**src/rtl/dmc_pkg.sv**
```systemverilog
package dmc_pkg;
    typedef enum logic [0:0] {
        ST_IDLE  = 1'b0,
        ST_FETCH = 1'b1
    } ctl_state_t;
endpackage

```
**src/rtl/dmc_line_store.sv**
```systemverilog
module dmc_line_store #(
    parameter int IDX_W = 2,
    parameter int TAG_W = 1,
    parameter int BLK_W = 16
) (
    input  logic             clk,
    input  logic             rst_n,
    input  logic [IDX_W-1:0] rd_idx,
    output logic             rd_valid,
    output logic [TAG_W-1:0] rd_tag,
    output logic [BLK_W-1:0] rd_block,
    input  logic             wr_en,
    input  logic [IDX_W-1:0] wr_idx,
    input  logic [TAG_W-1:0] wr_tag,
    input  logic [BLK_W-1:0] wr_block
);
    localparam int LINES = 1 << IDX_W;

    logic [LINES-1:0] valid_q;
    logic [TAG_W-1:0] tag_q  [LINES];
    logic [BLK_W-1:0] data_q [LINES];

    for (genvar g = 0; g < LINES; g++) begin : g_line
        always_ff @(posedge clk) begin
            if (!rst_n) begin
                valid_q[g] <= 1'b0;
            end else if (wr_en && (wr_idx == IDX_W'(g))) begin
                valid_q[g] <= 1'b1;
            end
        end

        always_ff @(posedge clk) begin
            if (wr_en && (wr_idx == IDX_W'(g))) begin
                tag_q[g]  <= wr_tag;
                data_q[g] <= wr_block;
            end
        end
    end

    assign rd_valid = valid_q[rd_idx];
    assign rd_tag   = tag_q[rd_idx];
    assign rd_block = data_q[rd_idx];
endmodule

```
**src/rtl/dmc_tag_cmp.sv**
```systemverilog
module dmc_tag_cmp #(
    parameter int TAG_W = 1
) (
    input  logic             line_valid,
    input  logic [TAG_W-1:0] line_tag,
    input  logic [TAG_W-1:0] addr_tag,
    output logic             hit
);
    always_comb begin
        hit = line_valid && (line_tag == addr_tag);
    end
endmodule

```
**src/rtl/dmc_byte_sel.sv**
```systemverilog
module dmc_byte_sel #(
    parameter int OFF_W  = 1,
    parameter int BYTE_W = 8
) (
    input  logic [BYTE_W*(1<<OFF_W)-1:0] block,
    input  logic [OFF_W-1:0]             offset,
    output logic [BYTE_W-1:0]            byte_out
);
    localparam int NBYTES = 1 << OFF_W;

    logic [BYTE_W-1:0] lanes [NBYTES];

    for (genvar j = 0; j < NBYTES; j++) begin : g_lane
        assign lanes[j] = block[j*BYTE_W +: BYTE_W];
    end

    assign byte_out = lanes[offset];
endmodule

```
**src/rtl/dmc_ctl.sv**
```systemverilog
module dmc_ctl
    import dmc_pkg::*;
(
    input  logic clk,
    input  logic rst_n,
    input  logic cpu_req,
    input  logic lookup_hit,
    input  logic mem_rd_valid,
    output logic stall,
    output logic mem_req,
    output logic hit_ack,
    output logic miss_take,
    output logic fill_en
);
    ctl_state_t state_q, state_d;

    always_ff @(posedge clk) begin
        if (!rst_n) begin
            state_q <= ST_IDLE;
        end else begin
            state_q <= state_d;
        end
    end

    always_comb begin
        state_d = state_q;
        unique case (state_q)
            ST_IDLE:  if (cpu_req && !lookup_hit) state_d = ST_FETCH;
            ST_FETCH: if (mem_rd_valid)           state_d = ST_IDLE;
            default:  state_d = ST_IDLE;
        endcase
    end

    always_comb begin
        stall     = 1'b0;
        mem_req   = 1'b0;
        hit_ack   = 1'b0;
        miss_take = 1'b0;
        fill_en   = 1'b0;
        unique case (state_q)
            ST_IDLE: begin
                hit_ack   = cpu_req && lookup_hit;
                miss_take = cpu_req && !lookup_hit;
            end
            ST_FETCH: begin
                stall   = 1'b1;
                mem_req = 1'b1;
                fill_en = mem_rd_valid;
            end
            default: ;
        endcase
    end
endmodule

```
**src/rtl/dm_read_cache.sv**
```systemverilog
module dm_read_cache #(
    parameter int ADDR_W = 4,
    parameter int IDX_W  = 2,
    parameter int OFF_W  = 1,
    parameter int BYTE_W = 8
) (
    input  logic                          clk,
    input  logic                          rst_n,
    input  logic                          cpu_req,
    input  logic [ADDR_W-1:0]             cpu_addr,
    output logic                          cpu_stall,
    output logic                          cpu_rvalid,
    output logic [BYTE_W-1:0]             cpu_rdata,
    output logic                          mem_rd_req,
    output logic [ADDR_W-1:0]             mem_rd_addr,
    input  logic                          mem_rd_valid,
    input  logic [BYTE_W*(1<<OFF_W)-1:0]  mem_rd_block
);
    localparam int TAG_W = ADDR_W - IDX_W - OFF_W;
    localparam int BLK_W = BYTE_W * (1 << OFF_W);

    logic [TAG_W-1:0]  cpu_tag, pend_tag, line_tag;
    logic [IDX_W-1:0]  cpu_idx, pend_idx;
    logic [OFF_W-1:0]  cpu_off, pend_off;
    logic              line_valid, lookup_hit;
    logic [BLK_W-1:0]  line_block;
    logic [BYTE_W-1:0] hit_byte, fill_byte;
    logic              hit_ack, miss_take, fill_en;

    assign cpu_off = cpu_addr[OFF_W-1:0];
    assign cpu_idx = cpu_addr[OFF_W +: IDX_W];
    assign cpu_tag = cpu_addr[ADDR_W-1 -: TAG_W];

    dmc_line_store #(.IDX_W(IDX_W), .TAG_W(TAG_W), .BLK_W(BLK_W)) u_store (
        .clk      (clk),
        .rst_n    (rst_n),
        .rd_idx   (cpu_idx),
        .rd_valid (line_valid),
        .rd_tag   (line_tag),
        .rd_block (line_block),
        .wr_en    (fill_en),
        .wr_idx   (pend_idx),
        .wr_tag   (pend_tag),
        .wr_block (mem_rd_block)
    );

    dmc_tag_cmp #(.TAG_W(TAG_W)) u_cmp (
        .line_valid (line_valid),
        .line_tag   (line_tag),
        .addr_tag   (cpu_tag),
        .hit        (lookup_hit)
    );

    dmc_byte_sel #(.OFF_W(OFF_W), .BYTE_W(BYTE_W)) u_hit_sel (
        .block    (line_block),
        .offset   (cpu_off),
        .byte_out (hit_byte)
    );

    dmc_byte_sel #(.OFF_W(OFF_W), .BYTE_W(BYTE_W)) u_fill_sel (
        .block    (mem_rd_block),
        .offset   (pend_off),
        .byte_out (fill_byte)
    );

    dmc_ctl u_ctl (
        .clk          (clk),
        .rst_n        (rst_n),
        .cpu_req      (cpu_req),
        .lookup_hit   (lookup_hit),
        .mem_rd_valid (mem_rd_valid),
        .stall        (cpu_stall),
        .mem_req      (mem_rd_req),
        .hit_ack      (hit_ack),
        .miss_take    (miss_take),
        .fill_en      (fill_en)
    );

    always_ff @(posedge clk) begin
        if (!rst_n) begin
            pend_tag <= '0;
            pend_idx <= '0;
            pend_off <= '0;
        end else if (miss_take) begin
            pend_tag <= cpu_tag;
            pend_idx <= cpu_idx;
            pend_off <= cpu_off;
        end
    end

    always_ff @(posedge clk) begin
        if (!rst_n) begin
            cpu_rvalid <= 1'b0;
            cpu_rdata  <= '0;
        end else begin
            cpu_rvalid <= hit_ack || fill_en;
            if (fill_en) begin
                cpu_rdata <= fill_byte;
            end else if (hit_ack) begin
                cpu_rdata <= hit_byte;
            end
        end
    end

    assign mem_rd_addr = {pend_tag, pend_idx, {OFF_W{1'b0}}};
endmodule

```
**config.mk**
```make
export PLATFORM = sky130hd
export DESIGN_NAME = dm_read_cache
export DESIGN_NICKNAME = d
export VERILOG_FILES = /design/src/rtl/dmc_pkg.sv /design/src/rtl/dmc_line_store.sv /design/src/rtl/dmc_tag_cmp.sv /design/src/rtl/dmc_byte_sel.sv /design/src/rtl/dmc_ctl.sv /design/src/rtl/dm_read_cache.sv
export SDC_FILE = /design/constraint.sdc
export NUM_CORES = 1
export LEC_CHECK = 0
export BUFFER_PORTS_ARGS = -buffer_cell sky130_fd_sc_hd__buf_4
export CORE_MARGIN = 2
export CORE_UTILIZATION = 50
export DETAILED_ROUTE_END_ITERATION = 7
export GPL_TIMING_DRIVEN = 0
export PLACE_DENSITY_LB_ADDON = 0.3
export SYNTH_ARGS = -nofsm -noshare
export SYNTH_HDL_FRONTEND = slang
export SYNTH_SLANG_ARGS = --single-unit
export TNS_END_PERCENT = 20
```
**constraint.sdc**
```tcl
create_clock -name clk -period 2.05 [get_ports clk]
set_input_delay 0.205 -clock clk [delete_from_list [all_inputs] [get_ports clk]]
set_output_delay 0.205 -clock clk [all_outputs]
set_load 0.02 [all_outputs]
```
* Word level (Yosys, flattened, before mapping)
Memory sizes are Yosys's and may differ from the RTL's. Index checks and enable logic that the tools add are counted.
Cells by class: $lt $le $gt $ge 3, equal/unequal tests 4, mux-type cells 43, bitwise gates (word level) 3, reduce and logical (&&, ||, !) cells 17
Operator list (number):
- two-way mux 8 bit | 8
- two-way mux 16 bit | 3
- OR reduction 16 bit | 3
- two-way mux 1 bit | 24
- two-way mux 2 bit | 6
- logical AND 1 bit | 7
- == test 2 bit (second input constant) | 2
- greater-or-equal comparator 2 bit (second input constant) | 2
- inverter 1 -> 2 bit | 2
- < comparator 2 x 3 -> 1 bit (second input constant) | 1
- OR reduction 1 bit | 3
- binary-select mux 1 bit (select 2 bit) | 1
- == test 2 x 1 -> 1 bit (second input constant) | 1
- logical NOT 2 bit | 1
- case mux 1 bit (2 select lines) | 1
- nonzero test 2 bit | 1
- == test 1 bit | 1
- logical NOT 1 bit | 1
- logical OR 1 bit | 1
- inverter 1 bit | 1
Word-level totals: flip-flop bits (word level) 18, bits in writable memories 68, input port bits 24, output and inout bits 15, word-level logic and storage cells 82, memories 2
Memory list:
- u_store.data_q | words 4, bits a word 16, rd ports 1, clocked after Yosys merged registers in 0, write ports 1, RTL line dmc_line_store.sv:21 | logic [BLK_W-1:0] data_q [LINES];
- u_store.tag_q | words 4, bits a word 1, rd ports 1, clocked after Yosys merged registers in 0, write ports 1, RTL line dmc_line_store.sv:20 | logic [TAG_W-1:0] tag_q [LINES];

* Longest topological paths before layout
Gate-level depths: netlist of run 1.
word-level depth 8, mapped depth 7

* Modules after synthesis
From an unflattened synthesis of run 1, not the netlist that was laid out.
Second synthesis, totals: cells, all modules 182, area total of the unflattened synthesis 3637.2 um^2
Modules (own cells, without submodules):
- dmc_line_store | times used 1, cells each 102, area each 2660.1 um^2, sequential area each 2122.0 um^2
- dm_read_cache | times used 1, cells each 53, area each 625.6 um^2, sequential area each 260.2 um^2
- dmc_byte_sel | times used 2, cells each 9, area each 131.4 um^2, sequential area each 0.0 um^2
- dmc_ctl | times used 1, cells each 7, area each 73.8 um^2, sequential area each 20.0 um^2
- dmc_tag_cmp | times used 1, cells each 2, area each 15.0 um^2, sequential area each 0.0 um^2

* Worst setup path before layout of run 1
Ideal clock, no wire load.
path type reg2reg, start register u_ctl.state_q, end memory u_store.data_q[1][0] (enable), library setup time 0.419 ns, data arrival time 1.999 ns, required time 1.631 ns, slack -0.368 ns, stages on the path, launching flop included 3, cells stage by stage dfxtp_1 nand2_1 nor3b_1
Between the ends: word-level cells in the longest chain between the ends 8, elaborated cells on any way between the ends 22
RTL lines:
- start, declared | RTL line dmc_ctl.sv:15 | ctl_state_t state_q, state_d;
- start signal, assigned | RTL line dmc_ctl.sv:21 | state_q <= state_d;
- two-way mux 1 bit * | RTL line dmc_ctl.sv:40 | unique case (state_q)
- logical AND 1 bit | RTL line dmc_line_store.sv:33 | if (wr_en && (wr_idx == IDX_W'(g))) begin
- two-way mux 1 bit | RTL line dmc_line_store.sv:33
- two-way mux 1 bit (not written as such) | RTL line dmc_line_store.sv:35 | data_q[g] <= wr_block;
- OR reduction 16 bit (no source line)
- two-way mux 2 bit (no source line) or two-way mux 1 bit (tied branches) (3 in series)
- end, declared | RTL line dmc_line_store.sv:21
Mark *: on every way between the ends. The rest lies on a longest branch, timed or not.

* Final worst setup path of run 1
start register u_ctl.state_q, end memory u_store.data_q[2][10] (enable)
The elaborated chain is that of the path after synthesis.

==> impl_metrics.toml, run 1 <==
[flow_run]
cap_viol_max_count = 0

[worst_setup_path]
cell_chain_of_the_critical_path = "nand2_1, nor3b_2, buf_8"
startpoint = "u_ctl.state_q"
worstReg2RegEnd = "u_store.data_q[2][10]"
timing.critical_path.fanout_max = 10
origin_of_the_critical_flop_to_flop_path = "u_ctl.state_q"
critPathMaxStageDelay_ns = 0.75
cpLargestDelayFamily = "simple AND/OR/NAND/NOR gates"
worst_setup_path_start_kind = "flop"
worst-setup-path-type = "reg -> reg"
critical_path_depth = 3
crit_buf_inv = 1
reg2reg_depth = 3
timing.critical_path.required_ns = 2.11
worst-r2r-setup-slack_ns = 0.18
cp_data_arrival_time_ns = 1.93
critical_path.slowest_cell = "nor3b_2"
crit_path_end_kind = "flop"

[power]
power_switching_share_pct = 22.6
static-leakage-power_nw = 1.45
switchingPower_mw = 0.780
ir_drop_worst_case_vdd_uv = 517
fin_total_pwr_mw = 3.45
power-per-cell-area_nw_per_um2 = 820
internal_power_mw = 2.67
pwr-share-clk_pct = 34.1
combPwrFrac_pct = 9.7
p_seq_share_pct = 56.2

[yosys]
post_syn_nets = 227
synth_top_flop_cell = "edfxtp_1"
synth-edff-count = 68
post_synth_instance_area_um2 = 3560
synthCells = 203
netlist-cell-type-count = 29
yosys_warnings = 0
syn-mean-instance-area_um2 = 17.6
seq_area_frac_synth_pct = 67.4
async_flop_share_pct = 0
ys_seq_elements = 86

[route]
first_pass_iters = 4
first_iter_violations = 188
detailroute.via_count = 1920
ant_nets = 0
drc_viols = 0
post_drt_via_cell_ratio = 5.44
wire_per_inst_um = 19.4
total_wire_length_um = 6850

[min_path]
worst_hold_path_type = "in -> reg"
worst_hold_startpoint = "mem_rd_block[12]"
hold_end = "u_store.data_q[2][12]"
min_path_cells = 1

[sta]
drv_slew = 0
min_period_over_period_pct = 91.2
worst-slew-pin-transition_ns = 0.885
clock-skew-final_ns = 0.00598
timing.final.hold_violations = 0
grt_setup_unrepaired = "false"
tns_ns = 0
relSlewSlack_pct = 40.8
setup_viol_count_final = 0
achievable-frequency_mhz = 535
finalWorstPathRequiredPeriod_ns = 1.87

[clocking]
tritoncts = "built"
source_to_sink_clock_delay_at_the_later_pin_of_the_worst_skew_pair_ns = 0.35
clkTransAtPathRegs_ns = 0.08
cts_root_buf = "clkbuf_8"
post_cts_hold_buffer_count = 0
clk_path_buf_depth = 2
tritoncts.num_buffers = 9
htree_num_levels = 3
clkSinkCount = 86

[layout]
finalCoreUtilization_pct = 61.6
fill_cells = 535
fraction_of_layout_instances_using_a_drive_strength_above_1_pct = 37.0
nets = 276
number_of_standard_cells_in_the_layout_taps_in_and_fillers_out = 353
syn_to_layout_area_delta_pct = 18.2
insertedDiodeCount = 0

[floorplanning]
die-area_um2 = 7820
core_um2 = 6830
die_h_um = 88.4
row_count = 30
die_x_um = 88.4
initial_core_util_pct = 52.2
io_pins = 39

[grt]
grt_usage_pct = 19.4
grt_remaining_overflow = 0
antenna_found_initial = 0
grt_start_max_net_pins = 19
grt_first_pass_wirelength_um = 10500
via_count_of_the_first_global_routing_pass = 1928

[run_status]
result_of_the_run = "completed"

[placed_design]
buffer_ports.inserted = 34
place_inst = 337
place.gp.congestion = 0.706
place_hpwl_um = 4340
-- power groups by stage --
stage               Clock (mW)  Sequential, mW  Combinational [mW]
CTS                       1.19            1.94               0.340
floorplan                    0            1.99               0.189
detailed placement           0            1.98               0.337
finish                    1.18            1.94               0.337
global placement             0            1.98               0.324
global route              1.26            1.94               0.365
-- layout make-up --
type	count	area, µm²	share of cell area, %
clock buffer	11	141	3.36
timing repair buffer	38	304	7.22
tap	96	120	2.85
multi-input combinational	100	1080	25.7
buffer	16	98.8	2.35
inverter	1	3.75	0.0892
sequential	86	2400	57.1
clock inverter	5	58.8	1.40
-- per-layer routing --
layer  up-vias  part of all wire, %  GRT usage (%)
li1        896                    -              -
met1       963                   44           26.7
met2        52                   50           31.2
met3         9                  4.8           4.20
met4         0                  1.5           6.61
met5         -                    0              0
-- per-stage QoR --
| step | setup WS [ns] | area, µm² | hold WS [ns] |
|---|---|---|---|
| after global placement | -1.37 | 3940 | 0.416 |
| after floorplan | -0.368 | 3560 | 0.304 |
| after detailed placement | -0.201 | 4000 | 0.418 |
| final | 0.180 | 4210 | 0.0623 |
| after CTS | 0.125 | 4200 | 0.0525 |
| after global routing | 0.0290 | 4210 | 0.0573 |
-- worst max path at each step --
stage,end,slack [ns]
2_1_floorplan,u_store.data_q[1][0],-0.37
3_3_place_gp,u_store.data_q[1][4],-1.37
3_5_place_dp,cpu_rdata[3],-0.20
4_1_cts,u_store.data_q[1][9],0.13
5_1_grt,cpu_rdata[4],0.03
6_report,u_store.data_q[2][10],0.18
-- placed cells by master (no fill, tap or decap), drive strengths merged --
cell | Yosys | routed
a211oi | 16 | 16
a21o | 1 | 1
a21oi | 1 | 1
and2 | 2 | 2
and3 | 1 | 1
buf | 9 | 47
bufinv | 0 | 1
clkbuf | 7 | 18
clkinv | 0 | 3
clkinvlp | 0 | 1
conb | 1 | 1
dfxtp | 18 | 18
edfxtp | 68 | 68
inv | 1 | 1
mux2 | 8 | 8
mux2i | 12 | 12
mux4 | 18 | 18
nand2 | 17 | 17
nor2 | 6 | 6
nor2b | 2 | 2
nor3 | 1 | 1
nor3b | 2 | 2
o21a | 2 | 2
o21ai | 8 | 8
or2b | 1 | 1
xnor2 | 1 | 1
-- registers in the layout, indices dropped and copies added (netlist names) --
register         cells
u_store.data_q      64
cpu_rdata            8
pend_idx             2
pend_tag             1
pend_off             1
u_ctl.state_q        1
cpu_rvalid           1
u_store.valid_q      4
u_store.tag_q        4
-- worst reg2reg max path, stage by stage, from the launching register on --
cell	delay (ns)
dfxtp_1	0.41
nand2_1	0.17
nor3b_2	0.75
buf_8	0.25
-- cell families after synthesis --
kind of cell	after synthesis	synth area share (%)
XOR/XNOR	1	0.773
AO/OA/AOI/OAI	28	6.50
buffers and inverters	17	2.88
other	1	0.105
multiplexers	38	18.0
flip-flops	86	67.4
AND/OR/NAND/NOR	32	4.32
-- repair_timing --
item	in CTS	in global routing
setup endpoints to repair	18	2
buffers inserted	0	0
gates resized for setup	1	1
-- synth_stat cells (2+ instances only) --
master,number,area (µm²)
a211oi_1,8,60.1
a211oi_2,8,100
and2_1,2,12.5
buf_4,4,30.0
buf_6,3,33.8
clkbuf_1,7,26.3
dfxtp_1,18,360
edfxtp_1,68,2040
mux2_2,8,90.1
mux2i_1,12,120
mux4_1,7,184
mux4_2,11,248
nand2_1,17,63.8
nor2_1,6,22.5
nor3b_1,2,15.0
o21a_1,2,15.0
o21ai_0,8,40.0
Power figures use the tool's default switching activity.
==> inputs of run 2 (changes only) <==
Settings changed: PLACE_DENSITY set to 0.72, PLACE_DENSITY_LB_ADDON 0.3 to unset, SLEW_MARGIN set to 40, TNS_END_PERCENT 20 to unset.
==> run 2 against run 1 <==
Net effect:
- highest routed layer unchanged
- critical path type is now in -> reg
- clock power decreased by 13%
- cell count increased by 1.4%
- sequential share of layout area increased by 0.36 points
- critical endpoint is now cpu_rdata[4]
- first-iteration DRC count decreased by 49%
==> impl_metrics.toml, run 2 (synthesis results as in run 1) <==
[run_status]
result_of_the_run = "completed"

[grt]
antenna_found_initial = 0
grt_start_max_net_pins = 19
grt_first_pass_wirelength_um = 10500
grt_usage_pct = 19.3
via_count_of_the_first_global_routing_pass = 1931
grt_remaining_overflow = 0

[clocking]
cts_resized = 0
clkSinkCount = 86
post_cts_hold_buffer_count = 0
cts_root_buf = "clkbuf_8"
tritoncts.num_buffers = 9
htree_num_levels = 3
tritoncts = "built"
source_to_sink_clock_delay_at_the_later_pin_of_the_worst_skew_pair_ns = 0.35
postCtsSetupRepairBufs = 0
clk_path_buf_depth = 2
clkTransAtPathRegs_ns = 0.08

[worst_setup_path]
cp_data_arrival_time_ns = 2.10
worst-setup-path-type = "in -> reg"
timing.critical_path.required_ns = 2.27
timing.critical_path.fanout_max = 10
critical_path.slowest_cell = "buf_1"
cell_chain_of_the_critical_path = "buf_2, buf_1, mux4_2, mux2_2, o21ai_0, a211oi_2"
worst_setup_path_start_kind = "input pin"
crit_path_end_kind = "flop"
critPathMaxStageDelay_ns = 0.62

[floorplanning]
die_x_um = 88.4
initial_core_util_pct = 52.2
die_h_um = 88.4
io_pins = 39
row_count = 30
core_um2 = 6830
die-area_um2 = 7820

[layout]
largest_register = "u_store.data_q"
final_design_area_no_fill_um2 = 4180
fill_cells = 531
insertedDiodeCount = 0
nets = 281
syn_to_layout_area_delta_pct = 17.4
multi_input_comb_area_um2 = 1070
most-common-layout-cells = "68 x edfxtp_1, 45 x buf_4, 18 x dfxtp_1"
fraction_of_layout_instances_using_a_drive_strength_above_1_pct = 37.8
sequential_cell_area_um2 = 2400
layout_top_registers = "u_store.data_q: 64 flops, cpu_rdata: 8 flops"
max_reg_flops = 64
mostFrequentLayoutCell = "edfxtp_1"

[sta]
achievable-frequency_mhz = 530
drv_slew = 0
timing.final.ws_setup_ns = 0.163
relSlewSlack_pct = 49.3
worst-slew-pin-transition_ns = 0.761
grt_setup_unrepaired = "false"
clock-skew-final_ns = 0.00754
finalWorstPathRequiredPeriod_ns = 1.89
min_period_over_period_pct = 92.1
setup_viol_count_final = 0
timing.final.hold_violations = 0
hold_slack_ns = 0.0588
tns_ns = 0

[route]
ant_nets = 0
drc_viols = 0
detailroute.via_count = 1927
post_drt_via_cell_ratio = 5.38
first_pass_iters = 4
first_iter_violations = 96
total_wire_length_um = 6850
wire_per_inst_um = 19.1

[power]
ir_drop_worst_case_vdd_uv = 494
power-per-cell-area_nw_per_um2 = 790
static-leakage-power_nw = 1.46

[placed_design]
buffer_ports.inserted = 34
dp_slack_ns = -0.212
place_hpwl_um = 4390
placed_instance_area_um2 = 4020
place.gp.congestion = 0.678

[flow_run]
cap_viol_max_count = 0

[min_path]
worst_hold_path_type = "in -> reg"
run 2: layer usage:
layer / track usage [%] / wire (µm)
met5: 0 / 0
met4: 7.85 / 120
met3: 3.92 / 258
met2: 29.9 / 3290
met1: 27.1 / 3180
run 2: worst paths after layout:
path                                          from                     to  slack, ns  depth (start not counted)
worst max-delay path                   cpu_addr[2]           cpu_rdata[4]       0.16                          6
worst min-delay path              mem_rd_block[14]  u_store.data_q[1][14]       0.06                          1
worst max register to register    u_store.tag_q[2]           cpu_rdata[6]       0.20                          5
worst min register to register  u_store.valid_q[0]     u_store.valid_q[0]       0.47                          2
run 2: per-stage QoR:
stage,total power [mW],cells,util [%]
2_1_floorplan,2.18,203,-
3_3_place_gp,2.30,333,57.7
3_5_place_dp,2.32,342,58.8
4_1_cts,3.33,358,61.2
5_1_grt,3.42,358,61.2
6_report,3.31,358,61.2
run 2: critical path, delay by kind of cell:
family / cells / cell delay [ns]
compound gates: 2 / 0.33
buf+inv: 2 / 0.88
mux: 2 / 0.68
run 2: area by class of cell:
class | count | share of cell area, %
Sequential cell | 86 | 57.4
Multi-Input combinational cell | 100 | 25.7
Timing Repair Buffer | 43 | 7.60
Clock buffer | 11 | 3.38
Tap cell | 96 | 2.87
Buffer | 16 | 2.36
Clock inverter | 5 | 0.598
Inverter | 1 | 0.0897
run 2: power by group:
group | internal [mW] | total (mW) | leakage [nW] | switching, mW
clock network | 0.462 | 1.03 | 0.0842 | 0.571
logic | 0.158 | 0.335 | 0.612 | 0.177
registers | 1.92 | 1.94 | 0.764 | 0.0207
total | 2.54 | 3.31 | 1.46 | 0.769
